<file path="src/rtl/lrsc_pkg.sv">
package lrsc_pkg;

    localparam int unsigned LRSC_ADDR_W = 32;
    localparam int unsigned LRSC_DATA_W = 32;

    typedef enum logic [1:0] {
        OP_NONE  = 2'b00,
        OP_LRSV  = 2'b01,
        OP_SCOND = 2'b10,
        OP_RSVD  = 2'b11
    } op_kind_e;

    typedef enum logic [1:0] {
        SQ_IDLE   = 2'b00,
        SQ_FIRST  = 2'b01,
        SQ_SECOND = 2'b10
    } sq_state_e;

    typedef struct packed {
        logic lt;
        logic gt;
        logic eq;
        logic so;
    } cond_field_t;

    function automatic cond_field_t make_cond(input logic ok, input logic so);
        cond_field_t c;
        c.lt = 1'b0;
        c.gt = 1'b0;
        c.eq = ok;
        c.so = so;
        return c;
    endfunction

    function automatic int unsigned byte_offs_bits(input int unsigned data_w);
        return $clog2(data_w / 8);
    endfunction

endpackage

</file>
<file path="src/rtl/lrsc_rsv_reg.sv">
module lrsc_rsv_reg #(
    parameter int unsigned WORD_W = 30
) (
    input  logic              clk,
    input  logic              rst,
    input  logic              set_en,
    input  logic [WORD_W-1:0] set_word,
    input  logic              clr_en,
    input  logic [WORD_W-1:0] probe_word,
    output logic              valid,
    output logic [WORD_W-1:0] word,
    output logic              hit
);
    logic              valid_q;
    logic [WORD_W-1:0] word_q;

    always_ff @(posedge clk) begin
        if (rst) begin
            valid_q <= 1'b0;
            word_q  <= '0;
        end else if (set_en) begin
            valid_q <= 1'b1;
            word_q  <= set_word;
        end else if (clr_en) begin
            valid_q <= 1'b0;
        end
    end

    assign valid = valid_q;
    assign word  = word_q;
    assign hit   = valid_q && (word_q == probe_word);

    // an arming load always leaves the reservation armed
    p_set_arms_r2: assert property (@(posedge clk) disable iff (rst)
        set_en |=> valid_q);

    // a clear without a simultaneous set disarms
    p_clear_disarms_r8: assert property (@(posedge clk) disable iff (rst)
        (clr_en && !set_en) |=> !valid_q);

endmodule

</file>
<file path="src/rtl/lrsc_irq_gate.sv">
module lrsc_irq_gate (
    input  logic irq_req,
    input  logic hold,
    output logic irq_ack
);
    assign irq_ack = irq_req && !hold;
endmodule

</file>
<file path="src/rtl/lrsc_sc_seq.sv">
module lrsc_sc_seq
    import lrsc_pkg::*;
#(
    parameter int unsigned ADDR_W = 32,
    parameter int unsigned DATA_W = 32,
    parameter int unsigned OFFS   = 2
) (
    input  logic                 clk,
    input  logic                 rst,
    input  logic                 op_valid,
    input  logic [1:0]           op_kind,
    input  logic [ADDR_W-1:0]    op_addr,
    input  logic [DATA_W-1:0]    op_wdata,
    input  logic                 op_wperm,
    input  logic                 so_flag,
    input  logic                 p2_stall,
    input  logic                 irq_req,
    input  logic                 irq_ack,
    input  logic                 rsv_hit,
    output logic                 op_ready,
    output logic                 lr_set,
    output logic [ADDR_W-OFFS-1:0] lr_word,
    output logic [ADDR_W-OFFS-1:0] probe_word,
    output logic                 mem_we,
    output logic [ADDR_W-1:0]    mem_addr,
    output logic [DATA_W-1:0]    mem_wdata,
    output logic                 cr0_valid,
    output cond_field_t          cr0_field,
    output logic                 sc_fault,
    output logic                 rsv_clr,
    output logic                 second_pending
);
    sq_state_e         state_q, state_d;
    logic [ADDR_W-1:0] addr_q;
    logic [DATA_W-1:0] data_q;
    logic              perm_q, so_q, ok_q;
    op_kind_e          kind;
    logic              take, first_live;

    assign kind       = op_kind_e'(op_kind);
    assign op_ready   = (state_q == SQ_IDLE) && !irq_req;
    assign take       = op_valid && op_ready;
    assign lr_set     = take && (kind == OP_LRSV);
    assign lr_word    = op_addr[ADDR_W-1:OFFS];
    assign probe_word = addr_q[ADDR_W-1:OFFS];

    assign first_live     = (state_q == SQ_FIRST) && !irq_ack;
    assign mem_we         = first_live && perm_q && rsv_hit;
    assign sc_fault       = first_live && !perm_q;
    assign mem_addr       = addr_q;
    assign mem_wdata      = data_q;
    assign second_pending = (state_q == SQ_SECOND);
    assign cr0_valid      = second_pending && !p2_stall;
    assign cr0_field      = make_cond(ok_q, so_q);
    assign rsv_clr        = cr0_valid;

    always_comb begin
        state_d = state_q;
        unique case (state_q)
            SQ_IDLE:   if (take && kind == OP_SCOND) state_d = SQ_FIRST;
            SQ_FIRST:  if (irq_ack || !perm_q) state_d = SQ_IDLE;
                       else state_d = SQ_SECOND;
            SQ_SECOND: if (!p2_stall) state_d = SQ_IDLE;
            default:   state_d = SQ_IDLE;
        endcase
    end

    always_ff @(posedge clk) begin
        if (rst) begin
            state_q <= SQ_IDLE;
            addr_q  <= '0;
            data_q  <= '0;
            perm_q  <= 1'b0;
            so_q    <= 1'b0;
            ok_q    <= 1'b0;
        end else begin
            state_q <= state_d;
            if (take && kind == OP_SCOND) begin
                addr_q <= op_addr;
                data_q <= op_wdata;
                perm_q <= op_wperm;
                so_q   <= so_flag;
            end
            if (state_q == SQ_FIRST) ok_q <= mem_we;
        end
    end

    // no interrupt accepted while the second piece is outstanding
    p_second_blocks_irq_r10: assert property (@(posedge clk) disable iff (rst)
        (state_q == SQ_SECOND) |-> !irq_ack);

    // a stalled second piece stays in place
    p_stall_holds_r9: assert property (@(posedge clk) disable iff (rst)
        (state_q == SQ_SECOND && p2_stall) |=> (state_q == SQ_SECOND));

    // LT and GT never set in a published field
    p_cond_shape_r7: assert property (@(posedge clk) disable iff (rst)
        cr0_valid |-> (!cr0_field.lt && !cr0_field.gt));

    // an interrupt in the first piece returns to idle
    p_squash_idle_r11: assert property (@(posedge clk) disable iff (rst)
        (state_q == SQ_FIRST && irq_ack) |=> (state_q == SQ_IDLE));

endmodule

</file>
<file path="src/rtl/lrsc_unit.sv">
module lrsc_unit
    import lrsc_pkg::*;
#(
    parameter int unsigned ADDR_W = LRSC_ADDR_W,
    parameter int unsigned DATA_W = LRSC_DATA_W
) (
    input  logic              clk,
    input  logic              rst,
    input  logic              op_valid,
    input  logic [1:0]        op_kind,
    input  logic [ADDR_W-1:0] op_addr,
    input  logic [DATA_W-1:0] op_wdata,
    input  logic              op_wperm,
    input  logic              so_flag,
    output logic              op_ready,
    input  logic              p2_stall,
    input  logic              irq_req,
    output logic              irq_ack,
    output logic              mem_we,
    output logic [ADDR_W-1:0] mem_addr,
    output logic [DATA_W-1:0] mem_wdata,
    output logic              cr0_valid,
    output logic [3:0]        cr0_field,
    output logic              sc_fault,
    output logic              rsv_valid,
    output logic [ADDR_W-byte_offs_bits(DATA_W)-1:0] rsv_word
);
    localparam int unsigned OFFS   = byte_offs_bits(DATA_W);
    localparam int unsigned WORD_W = ADDR_W - OFFS;

    logic              lr_set, rsv_clr, rsv_hit, second_pending;
    logic [WORD_W-1:0] lr_word, probe_word;
    cond_field_t       cond;

    lrsc_irq_gate u_gate (
        .irq_req (irq_req),
        .hold    (second_pending),
        .irq_ack (irq_ack)
    );

    lrsc_rsv_reg #(.WORD_W(WORD_W)) u_rsv (
        .clk        (clk),
        .rst        (rst),
        .set_en     (lr_set),
        .set_word   (lr_word),
        .clr_en     (rsv_clr),
        .probe_word (probe_word),
        .valid      (rsv_valid),
        .word       (rsv_word),
        .hit        (rsv_hit)
    );

    lrsc_sc_seq #(.ADDR_W(ADDR_W), .DATA_W(DATA_W), .OFFS(OFFS)) u_seq (
        .clk            (clk),
        .rst            (rst),
        .op_valid       (op_valid),
        .op_kind        (op_kind),
        .op_addr        (op_addr),
        .op_wdata       (op_wdata),
        .op_wperm       (op_wperm),
        .so_flag        (so_flag),
        .p2_stall       (p2_stall),
        .irq_req        (irq_req),
        .irq_ack        (irq_ack),
        .rsv_hit        (rsv_hit),
        .op_ready       (op_ready),
        .lr_set         (lr_set),
        .lr_word        (lr_word),
        .probe_word     (probe_word),
        .mem_we         (mem_we),
        .mem_addr       (mem_addr),
        .mem_wdata      (mem_wdata),
        .cr0_valid      (cr0_valid),
        .cr0_field      (cond),
        .sc_fault       (sc_fault),
        .rsv_clr        (rsv_clr),
        .second_pending (second_pending)
    );

    assign cr0_field = cond;

    // a memory write requires an armed reservation
    p_write_needs_rsv_r4: assert property (@(posedge clk) disable iff (rst)
        mem_we |-> rsv_valid);

    // a write cycle never accepts an interrupt
    p_write_no_irq_r10: assert property (@(posedge clk) disable iff (rst)
        mem_we |-> !irq_ack);

    // a published condition field disarms the reservation
    p_cond_clears_r8: assert property (@(posedge clk) disable iff (rst)
        cr0_valid |=> !rsv_valid);

    // an accepted interrupt leaves the reservation untouched
    p_irq_keeps_rsv_r12: assert property (@(posedge clk) disable iff (rst)
        irq_ack |=> ($stable(rsv_valid) && $stable(rsv_word)));

    // a fault and a write never coincide
    p_fault_excl_r6: assert property (@(posedge clk) disable iff (rst)
        !(mem_we && sc_fault));

endmodule

</file>
<file path="config.mk">
export PLATFORM = sky130hd
export DESIGN_NAME = lrsc_unit
export DESIGN_NICKNAME = d
export VERILOG_FILES = /design/src/rtl/lrsc_pkg.sv /design/src/rtl/lrsc_rsv_reg.sv /design/src/rtl/lrsc_irq_gate.sv /design/src/rtl/lrsc_sc_seq.sv /design/src/rtl/lrsc_unit.sv
export SDC_FILE = /design/constraint.sdc
export NUM_CORES = 1
export LEC_CHECK = 0
export ABC_AREA = 1
export CAP_MARGIN = 10
export CORE_UTILIZATION = 46
export DETAILED_ROUTE_END_ITERATION = 10
export MAX_ROUTING_LAYER = met4
export PLACE_DENSITY = 0.95
export SLEW_MARGIN = 20
export SYNTH_ARGS = -nofsm -noshare
export SYNTH_HDL_FRONTEND = slang
export SYNTH_SLANG_ARGS = --single-unit
</file>
<file path="constraint.sdc">
create_clock -name clk -period 4.1 [get_ports clk]
set_clock_uncertainty 0.1 [all_clocks]
set_input_delay 1.025 -clock clk [delete_from_list [all_inputs] [get_ports clk]]
set_output_delay 1.025 -clock clk [all_outputs]
set_load 0.01 [all_outputs]
</file>
==> impl_metrics.yaml <==
timing:
  fmax_ghz: 0.256
  worstMarginPinSlew_ps: 1100
  slew_headroom_pct: 26.4
  slew_violations: 0
  layout_min_cycle_time_ps: 3910
  grt_setup_unrepaired: "false"
  hold_violations: 0
  finalSetupViolCount: 0
  setup_tns_ps: 0
  min_period_over_period_pct: 95.5
clocking:
  clock_sinks: 100
  htreeDepth: 3
  cts_resized: 0
  path_clk_slew_ps: 100
  cts_tree: "built"
  clk_latency_ps: 360
  numCtsBuffers: 9
  hold_buffers: 0
  cts_setup_buffers: 0
  cts_buffer_depth: 2
  cts_root_buffer: "clkbuf_8"
floorplan:
  die_h_um: 98.9
  die-area_sq_mm: 0.00977
  placementRows: 34
  initial_core_util_pct: 48.5
  ios: 177
  chipWidth_um: 98.9
  coreArea_sq_mm: 0.00889
setup_path:
  critPathMaxStageDelay_ps: 560
  critical_path_arrival_ps: 2790
  endpoint_kind: "output port"
  required_ps: 2970
  path_cells: "clkdlybuf4s50_1 -> nor3_1 -> inv_1 -> nor3_1 -> nand4_1 -> nor2_1 -> clkdlybuf4s50_1"
  crit_slowest_cell: "clkdlybuf4s50_1"
  cp_max_fo: 2
  critPathKind: "in -> out"
  startpoint_type: "primary input"
layout:
  nets: 823
  drive_gt1_share_pct: 5.43
  final_area_sq_mm: 0.00622
  antenna_cells: 0
  syn2layout_area_growth_pct: 44.2
placed_design:
  place.gp.congestion: 0.877
  dp_hpwl_mm: 9.71
  portBuffers: 174
  place_area_sq_mm: 0.00605
yosys:
  seq_area_frac_synth_pct: 46.4
  synth_enable_flop_cells: 0
  synth-main-ff-cell: "dfxtp_1"
  ys_types: 25
  synthTopCellsByCount: "nand2_1 (190), dfxtp_1 (100), nor2_1 (75)"
  async_reset_ff_share_pct: 0
  syn-cell-area_sq_mm: 0.00432
  synth_top_area_cell: "dfxtp_1"
  ys_warn_count: 0
  synthCells: 593
  post-synth-top-count-cell: "nand2_1"
  synth_area_leaders: "dfxtp_1 (46%), nand2_1 (17%), a21oi_1 (6.6%)"
  synth_seq_cells: 100
  synth_top_area_share_pct: 46.4
  avgSynthCellArea_sq_um: 7.28
global_route:
  grtUsageTotal_pct: 27.8
  grt_start_max_net_pins: 101
  grt-ovfl-total: 0
  grt_first_pass_wirelength_mm: 20.8
  grt_pass1_vias: 4461
  antenna_found_initial: 0
route:
  drcViolationCount: 0
  dr.pass1.iters: 6
  routed_via_density: 5.21
  via_count: 4494
  ant_nets: 0
  wl_per_cell_um: 15.2
  drt_iter0_drc: 211
  routed_wl_mm: 13.1
run:
  drv_cap: 0
worst_hold_path:
  worstHoldPathType: "reg -> reg"
pwr:
  vdd_ir_drop_max_mv: 0.239
  p_per_area_mw_per_mm2: 301
  p_leak_nw: 2.35
status:
  status: "finished clean"
[layout make-up]
| cell class | instances | area, sq um |
|---|---|---|
| Sequential cell | 100 | 2000 |
| Clock buffer | 10 | 138 |
| Tap cell | 108 | 135 |
| Clock inverter | 6 | 38.8 |
| Timing Repair Buffer | 179 | 1790 |
| Multi-Input combinational cell | 403 | 1910 |
| Fill cell | 695 | 2670 |
| Inverter | 57 | 214 |
[critical path, delay by kind of cell]
family / cells / cell delay [ps]
buf+inv: 3 / 1100
simple gates: 4 / 660
[where the power goes]
group	internal, W	total, W	switching [W]	leakage, nW
Combinational	0.000148	0.000280	0.000133	1.45
Sequential	0.000997	0.00102	0.0000211	0.810
Clock	0.000237	0.000577	0.000341	0.0885
[sequential cells by signal, summed over array words and instances (netlist names)]
| name | cells |
|---|---|
| u_rsv.valid | 1 |
| u_rsv.word | 30 |
| u_seq.mem_addr | 32 |
| u_seq.mem_wdata | 32 |
| u_seq.ok_q | 1 |
| u_seq.perm_q | 1 |
| u_seq.so_q | 1 |
| u_seq.state_q | 2 |
[layout by cell type (no fill, tap or decap), drive strengths merged]
master and n:
clkbuf 10, inv 58, clkdlybuf4s50 173, nor4 2, nor2 77, nand3 6
nand2 191, xor2 6, clkinvlp 2, nor3 8, o21ai 5, buf 6
conb 2, a211oi 42, a21boi 1, or2 1, clkinv 3, nand4 5
a21oi 57, dfxtp 100
[routing by layer]
metal	GRT usage, %	part of all wire, %	vias to the layer above	wire [um]
li1	-	-	2190	-
met1	31.6	39	2075	5120
met2	47.6	51	192	6640
met3	5.18	6.6	37	866
met4	12.5	3.7	0	488
met5	-	0	-	0
[cells by family after synthesis]
kind of cell,count (synthesis),synth area share (%)
AOI/OAI and AO/OA,105,16.1
xor gates and xnor gates,6,1.22
buffers and inverters,91,9.48
DFF,100,46.4
other,1,0.0869
and+or+nand+nor,290,26.8
[metrics by stage]
step | setup WS, ps | utilization (%) | total power [W] | instances | hold slack [ps]
after global placement | 212 | 68.0 | 0.00131 | 847 | 348
after floorplan | 1250 | - | 0.00116 | 594 | 340
after detailed placement | 215 | 68.0 | 0.00132 | 847 | 354
final | 186 | 70.0 | 0.00188 | 863 | 370
after global routing | 6.82 | 70.0 | 0.00196 | 863 | 393
after CTS | 215 | 70.0 | 0.00189 | 863 | 368
[path summary, 6_finish.rpt]
kind                                          from                                to  slack [ps]  depth (start not counted)
hold / removal    u_seq.mem_wdata[13]$_SDFFE_PP0P_  u_seq.mem_wdata[13]$_SDFFE_PP0P_         370                          2
setup / recovery                           irq_req                            mem_we         190                          7
setup reg to reg     u_seq.state_q[1]$_SDFFE_PP0P_       u_rsv.word[22]$_SDFFE_PP0P_        1980                          6
hold reg to reg   u_seq.mem_wdata[13]$_SDFFE_PP0P_  u_seq.mem_wdata[13]$_SDFFE_PP0P_         370                          2
No activity file was read; power rests on OpenSTA's default activity.
